File: config.mk
export PLATFORM = sky130hd
export DESIGN_NAME = filt_stage_seq
export DESIGN_NICKNAME = d
export VERILOG_FILES = /design/src/rtl/filt_seq_pkg.sv /design/src/rtl/filt_cfg_decode.sv /design/src/rtl/filt_stage_pick.sv /design/src/rtl/filt_stage_seq.sv
export SDC_FILE = /design/constraint.sdc
export NUM_CORES = 1
export LEC_CHECK = 0
export BUFFER_PORTS_ARGS = -buffer_cell sky130_fd_sc_hd__buf_2
export CAP_MARGIN = 20
export CORE_MARGIN = 1.5
export CORE_UTILIZATION = 38
export CTS_BUF_LIST = sky130_fd_sc_hd__clkbuf_4
export DETAILED_ROUTE_END_ITERATION = 10
export HOLD_SLACK_MARGIN = 0.03
export SYNTH_ARGS = -nofsm -noshare
export SYNTH_HDL_FRONTEND = slang
export SYNTH_SLANG_ARGS = --single-unit
File: constraint.sdc
create_clock -name clk -period 2.65 [get_ports clk]
set_input_delay 0.3975 -clock clk [delete_from_list [all_inputs] [get_ports clk]]
set_output_delay 0.3975 -clock clk [all_outputs]
set_load 0.02 [all_outputs]
File: src/rtl/filt_seq_pkg.sv
package filt_seq_pkg;
   localparam int N_STAGE = 5;
   localparam int STG_W   = 3;
   localparam int N_SEL   = 6;

   typedef enum logic [STG_W-1:0] {
      STG_SINC = 3'd0,
      STG_FIR1 = 3'd1,
      STG_FIR2 = 3'd2,
      STG_IIR1 = 3'd3,
      STG_IIR2 = 3'd4
   } stage_e;

   // Stage set for an output select code; bit i enables stage code i.
   function automatic logic [N_STAGE-1:0] sel_to_mask(input logic [STG_W-1:0] sel);
      case (sel)
         3'd0:    return 5'b00001;
         3'd1:    return 5'b00011;
         3'd2:    return 5'b00111;
         3'd3:    return 5'b01111;
         3'd4:    return 5'b10111;   // second-order output bypasses first-order stage
         3'd5:    return 5'b11111;
         default: return 5'b00001;
      endcase
   endfunction
endpackage

File: src/rtl/filt_cfg_decode.sv
module filt_cfg_decode
   import filt_seq_pkg::*;
#(
   parameter int CFG_W   = 16,
   parameter int CH_LSB  = 0,
   parameter int CH_W    = 2,
   parameter int SEL_LSB = 8,
   parameter int SEL_W   = 3
) (
   input  logic [CFG_W-1:0]   cfg,
   output logic [CH_W-1:0]    last_chan,
   output logic [N_STAGE-1:0] stage_mask,
   output logic               sel_bad
);
   logic [SEL_W-1:0] sel;

   generate
      if (CH_LSB + CH_W > CFG_W) begin : g_bad_ch
         $error("channel field exceeds configuration width");
      end
      if (SEL_LSB + SEL_W > CFG_W) begin : g_bad_sel
         $error("select field exceeds configuration width");
      end
      if (SEL_W != STG_W) begin : g_bad_selw
         $error("select field width must match stage code width");
      end
   endgenerate

   assign last_chan  = cfg[CH_LSB +: CH_W];
   assign sel        = cfg[SEL_LSB +: SEL_W];
   assign sel_bad    = (int'(sel) >= N_SEL);
   assign stage_mask = sel_to_mask(sel);

   logic unused_cfg;
   assign unused_cfg = ^cfg;
endmodule

File: src/rtl/filt_stage_pick.sv
module filt_stage_pick
   import filt_seq_pkg::*;
(
   input  logic [N_STAGE-1:0] mask,
   input  logic [STG_W-1:0]   cur,
   output logic [STG_W-1:0]   nxt,
   output logic [STG_W-1:0]   final_stg
);
   // Candidate per position: enabled and above the current stage.
   logic [N_STAGE-1:0] above;

   genvar g;
   generate
      for (g = 0; g < N_STAGE; g++) begin : g_above
         assign above[g] = mask[g] && (g > int'(cur));
      end
   endgenerate

   always_comb begin
      nxt = cur;
      for (int i = N_STAGE - 1; i >= 0; i--) begin
         if (above[i]) nxt = STG_W'(i);
      end
   end

   always_comb begin
      final_stg = '0;
      for (int i = 0; i < N_STAGE; i++) begin
         if (mask[i]) final_stg = STG_W'(i);
      end
   end
endmodule

File: src/rtl/filt_stage_seq.sv
module filt_stage_seq
   import filt_seq_pkg::*;
#(
   parameter int CFG_W   = 16,
   parameter int CH_LSB  = 0,
   parameter int CH_W    = 2,
   parameter int SEL_LSB = 8,
   parameter int SEL_W   = 3
) (
   input  logic             clk,
   input  logic             rst_n,
   input  logic [CFG_W-1:0] cfg_word,
   input  logic             period_start,
   input  logic             eng_done,
   output logic             req_valid,
   output logic [2:0]       req_stage,
   output logic [CH_W-1:0]  req_chan,
   output logic             req_out,
   output logic             period_done,
   output logic             cfg_err
);
   logic [CH_W-1:0]    dec_last;
   logic [N_STAGE-1:0] dec_mask;
   logic               dec_bad;

   logic               run_q;
   logic [STG_W-1:0]   stg_q;
   logic [CH_W-1:0]    chan_q;
   logic [CH_W-1:0]    lastch_q;
   logic [N_STAGE-1:0] mask_q;
   logic               err_q;
   logic               done_q;
   logic [STG_W-1:0]   stg_nxt;
   logic [STG_W-1:0]   stg_final;

   filt_cfg_decode #(
      .CFG_W(CFG_W), .CH_LSB(CH_LSB), .CH_W(CH_W),
      .SEL_LSB(SEL_LSB), .SEL_W(SEL_W)
   ) u_dec (
      .cfg       (cfg_word),
      .last_chan (dec_last),
      .stage_mask(dec_mask),
      .sel_bad   (dec_bad)
   );

   filt_stage_pick u_pick (
      .mask     (mask_q),
      .cur      (stg_q),
      .nxt      (stg_nxt),
      .final_stg(stg_final)
   );

   always_ff @(posedge clk) begin
      if (!rst_n) begin
         run_q    <= 1'b0;
         stg_q    <= STG_SINC;
         chan_q   <= '0;
         lastch_q <= '0;
         mask_q   <= '0;
         err_q    <= 1'b0;
         done_q   <= 1'b0;
      end else begin
         done_q <= 1'b0;
         if (!run_q) begin
            if (period_start) begin
               run_q    <= 1'b1;
               mask_q   <= dec_mask;
               lastch_q <= dec_last;
               err_q    <= dec_bad;
               stg_q    <= STG_SINC;
               chan_q   <= '0;
            end
         end else if (eng_done) begin
            if (chan_q == lastch_q) begin
               chan_q <= '0;
               if (stg_q == stg_final) begin
                  run_q  <= 1'b0;
                  done_q <= 1'b1;
               end else begin
                  stg_q <= stg_nxt;
               end
            end else begin
               chan_q <= chan_q + 1'b1;
            end
         end
      end
   end

   assign req_valid   = run_q;
   assign req_stage   = stg_q;
   assign req_chan    = chan_q;
   assign req_out     = run_q && (stg_q == stg_final);
   assign period_done = done_q;
   assign cfg_err     = err_q;
endmodule

# Word-level counts from Yosys, hierarchy flattened
# Index checks and enable logic that the tools add are counted.
[op_classes]
n_addsub = 1
n_mul = 0
div_mod_pow = 0
order_cmp = 5
n_eq_ne = 11
shifts = 0
muxes = 24
n_bitwise = 1
reduce_logical = 10
[ops]
columns = ["op", "n"]
rows = [
  ["2-to-1 mux 3 bit", 10],
  ["one-hot mux 5 bit (5 select lines)", 1],
  ["2-to-1 mux 2 bit", 6],
  ["2-to-1 mux 1 bit", 7],
  ["== test 3 x 2 -> 1 bit (second input constant)", 2],
  ["== test 3 bit (second input constant)", 2],
  ["> comparator 2 x 3 -> 1 bit (first input constant)", 2],
  ["logical AND 1 bit", 5],
  ["inequality test 5 x 1 -> 1 bit (second input constant)", 1],
  ["AND reduction 5 bit", 1],
  ["inequality test 2 bit (second input constant)", 2],
  ["AND reduction 2 bit", 2],
  ["AND reduction 4 bit", 1],
  ["== test 3 x 1 -> 1 bit (second input constant)", 1],
  ["== test 3 bit", 1],
  ["greater-or-equal comparator 3 bit (second input constant)", 1],
  ["> comparator 1 x 3 -> 1 bit (first input constant)", 1],
  ["> comparator 3 bit (first input constant)", 1],
  ["adder 2 x 1 -> 2 bit (second input constant)", 1],
  ["== test 2 bit", 1],
  ["inequality test 2 x 1 -> 1 bit (second input constant)", 1],
  ["nonzero test 2 bit", 1],
  ["NOT 1 bit", 1],
]
[totals]
ff_bits = 15
latchBits = 0
mem_bits_rw = 0
mem_bits_ro = 0
inputBits = 20
output_inout_bits = 9
wordCells = 59
n_memories = 0

# Depth between registers and ports, before layout
[logic_depth]
ltp_word = 10
mapped_depth = 5
depth_no_buf = 4

# Cells and area by module
# Synthesis repeated with hierarchy kept, for this count alone.
[unflattened]
hier_cells = 120
area_unflattened_um2 = 932.1
[modules_own_cells]
columns = ["mod", "instances", "cells_per_inst", "area_each_um2", "seq_area_each_um2"]
rows = [
  ["filt_stage_seq", 1, 88, 730.7, 300.3],
  ["filt_stage_pick", 1, 22, 135.1, 0.0],
  ["filt_cfg_decode", 1, 10, 66.3, 0.0],
]

# Worst setup path after synthesis
# No wires, ideal clock.
[synth_timing]
kind = "reg2out"
start = "reg stg_q[1] (netlist: req_stage[1])"
end = "out req_out"
arrival_ns = 1.284
t_required_ns = 2.253
slack_ns = 0.968
path_stages_with_launch = 5
n_path_buf = 1
path_cell_list = "dfxtp_1 buf_6 xor2_1 a21oi_1 nor3_1"
[synth_between]
elab_chain_cells = 2
[synth_rtl]
columns = ["element", "line", "source"]
rows = [
  ["start, declared", "filt_stage_seq.sv:27", "logic [STG_W-1:0] stg_q;"],
  ["start signal, assigned", "filt_stage_seq.sv:80", "stg_q <= stg_nxt;"],
  ["== test 3 bit", "filt_stage_seq.sv:92", "assign req_out = run_q && (stg_q == stg_final);"],
  ["logical AND 1 bit", "filt_stage_seq.sv:92", ""],
  ["end, declared", "filt_stage_seq.sv:18", "output logic req_out,"],
]
# No other way between the ends.

# Final worst setup path
[layout_timing]
start = "reg mask_q[1]"
end = "out req_out"
[layout_between]
elab_chain_cells = 6
[layout_rtl]
columns = ["element", "line", "source"]
rows = [
  ["start, declared", "filt_stage_seq.sv:30", "logic [N_STAGE-1:0] mask_q;"],
  ["start signal, assigned", "filt_stage_seq.sv:67", "mask_q <= dec_mask;"],
  ["2-to-1 mux 1 bit", "filt_stage_pick.sv:29", "if (mask[i]) final_stg = STG_W'(i);"],
  ["2-to-1 mux 2 bit (2 in a row)", "filt_stage_pick.sv:29", ""],
  ["2-to-1 mux 3 bit", "filt_stage_pick.sv:29", ""],
  ["== test 3 bit", "filt_stage_seq.sv:92", ""],
  ["logical AND 1 bit", "filt_stage_seq.sv:92", ""],
]
# No other way between the ends.

==> results_dict.tcl <==
set metrics [dict create \
    status "finished clean" \
    p_comb_frac 0.205 \
    fp.dieArea_um2 2210 \
    cp-end-kind "output pin" \
    portBuffers 17 \
    grtUsageMet1 0.211 \
    grt_max_degree 13 \
    fmax_ghz 0.529 \
    worst_slack_ns 0.760 \
    finalInstanceArea_um2 858 \
    slew_headroom 0.707 \
    grt_setup_unrepaired "false" \
    cp_top_family "flip-flops" \
    holdCritPathClass "in -> reg" \
    initial_utilization 0.417 \
    cts-root-buf "clkbuf_4" \
    r2r_end "req_stage[2]$_SDFFE_PN0P_" \
    ff2ff_setup_slack_ns 1.17 \
    grt_pass1_wl_mm 2.47 \
    synth-async-reset-ratio 0 \
    arrival_ns 1.49 \
    yosys.area.top_type "dfxtp_1" \
    vias 667 \
    p_switching_uw 136 \
    p_int_uw 314 \
    slowest_delay_ns 0.42 \
    area_growth_pct 16.7 \
    power_frac_seq 0.522 \
    drtIter0Drc 3 \
    synth_seq_cells 14 \
    p_total_uw 450 \
    ant_nets 0 \
    path_clk_slew_ns 0.08 \
    r2r_cells 3 \
    h-tree-depth 1 \
    leakage_uw 0.000331 \
    clock_power_share 0.273 \
    finalSetupTns_ns 0 \
    synth_sequential_area_ratio 0.381 \
    period_needed_ns 1.89 \
    routedWlPerCell_um 11.6 \
    synth_ff_type "dfxtp_1" \
    grtUsageTotal 0.165 \
    coreArea_um2 1760 \
    reg2reg_from "req_valid$_SDFF_PN0_" \
    rows 15 \
    required_ns 2.25 \
    synth.avg_cell_area_um2 8.46 \
    clock_sinks 14 \
    holdPathEnd "lastch_q[1]$_SDFFE_PN0P_" \
    grt_util_met2 0.247 \
    hp-start "cfg_word[1]" \
    io-pin-count 29 \
    critPathKind "reg -> out" \
    critPathMaxFanout 4 \
    tightest_slew_ns 0.439 \
    hold_viol_final 0 \
    drc_errors 0 \
    syn_nets 107 \
    yosys.area.top_type_share 0.381 \
    syn_inst 87 \
    hold_path_depth 3 \
    clockBufferDepth 2 \
    synth_cell_types 31 \
    gp_congestion 0.729 \
    use_met3 0.0692 \
    p_per_area_nw_per_um2 524 \
    drive_gt1_frac 0.257 \
    finalMaxSlewViolations 0 \
    hpwl_mm 1.12 \
    period_share 0.713 \
    post-place-ws_ns 1.07 \
    fin_nets 126 \
    viasPerCell 5.13 \
    cts_resized 0 \
    irDropWorstVdd_mv 0.295 \
    antenna_found_initial 0 \
    cts_tree "built" \
    syn_area_um2 736 \
    diodes 0 \
    insertion_delay_ns 0.28 \
    synth_area_leaders "dfxtp_1 (38%), nand2_1 (7.1%), a21oi_1 (6.8%)" \
    cp_cell_sequence "nor2b_1 -> o21bai_1 -> xnor2_1 -> nor3_1 -> buf_2" \
    placedCellCount 126 \
    instances_no_fill 130 \
    final-setup-viol-count 0 \
    path_buf_inv 1 \
    slowest_stage "dfxtp_1" \
    die_x_um 47 \
    drv_cap 0 \
    busiest_layer "met2" \
    startpoint_type "register" \
    cts_setup_buffers 0 \
    dr.pass1.iters 4 \
    place_area_um2 832 \
    numCtsBuffers 3 \
    die_h_um 47 \
    synth.yosys.warnings 0 \
    cts_hold_buf 0 \
    synth_edf_count 0 \
    grt-ovfl-total 0 \
    routed_wl_mm 1.51 \
    switching_share 0.301 \
    fin_skew_ns 0.00427 \
    grt_pass1_vias 526 \
]
[final cells by class]
class / instances / area, um2
tap: 25 / 31.3
clock buffer: 3 / 22.5
multi-input combinational: 67 / 424
fill: 204 / 906
timing repair buffer: 17 / 85.1
clock inverter: 1 / 3.75
inverter: 3 / 11.3
sequential: 14 / 280
[cell usage after synthesis (2+ instances only)]
cell and number:
a211oi_1 2, a21oi_1 10, dfxtp_1 14, inv_2 2
mux2i_1 3, nand2_1 14, nand2b_1 3, nand3_1 3
nand4_1 2, nor2_1 8, nor2b_1 2, nor3_1 2
xnor2_1 4
[through the flow]
stage           util  hold slack (ns)
3_5_place_dp   0.472            0.449
4_1_cts        0.487            0.337
5_1_grt        0.487            0.337
3_3_place_gp   0.472            0.443
2_1_floorplan      -            0.449
6_report       0.487            0.349
[sequential cells by signal, summed over array words and instances (netlist names)]
name         cells
mask_q           4
req_stage        3
lastch_q         2
req_chan         2
cfg_err          1
period_done      1
req_valid        1
[power by group through the flow]
stage | combinational, uW | sequential [uW] | clock [uW]
4_1_cts | 93.1 | 235 | 130
5_1_grt | 103 | 237 | 142
2_1_floorplan | 64.7 | 242 | 0
3_5_place_dp | 92.6 | 240 | 0
3_3_place_gp | 91.3 | 239 | 0
6_report | 92.1 | 235 | 123
[kinds of logic after synthesis]
logic type,share of synthesized area
buf+inv,0.0425
simple gates,0.272
xor+xnor,0.0595
mux,0.0408
flops,0.381
compound gates,0.204
[tightest hold or removal path: stages]
cell     delay [ns]
buf_2          0.10
nand2_1        0.04
a21oi_1        0.05
[cell usage in the layout (no fill, tap or decap), types with 2 or more instances in the layout]
master	netlist	routed
dfxtp_1	14	14
nand2b_1	3	3
clkbuf_4	0	3
nor3_1	2	2
nand4_1	2	2
nor2b_1	2	2
nor2_1	8	8
a21oi_1	10	10
a211oi_1	2	2
buf_2	1	17
mux2i_1	3	3
nand3_1	3	3
inv_2	2	2
nand2_1	14	14
xnor2_1	4	4
[how the worst max path moves through the flow]
| stage | startpoint | endpoint | cells after the start |
|---|---|---|---|
| after floorplan | req_stage[1]$_SDFFE_PN0P_ | req_out | 4 |
| after global placement | mask_q[1]$_SDFFE_PN0P_ | req_out | 5 |
| after detailed placement | mask_q[1]$_SDFFE_PN0P_ | req_out | 5 |
| after CTS | mask_q[1]$_SDFFE_PN0P_ | req_out | 5 |
| after global routing | mask_q[1]$_SDFFE_PN0P_ | req_out | 5 |
| final | mask_q[1]$_SDFFE_PN0P_ | req_out | 5 |
[layer usage]
| layer | wire length, um | vias to the layer above | part of all wire |
|---|---|---|---|
| met1 | 675 | 304 | 0.45 |
| met4 | 12 | 0 | 0.0080 |
| met5 | 0 | - | 0 |
| li1 | - | 344 | - |
| met2 | 735 | 17 | 0.49 |
| met3 | 82 | 2 | 0.054 |
Note: power is estimated with default switching activity, not from simulation.
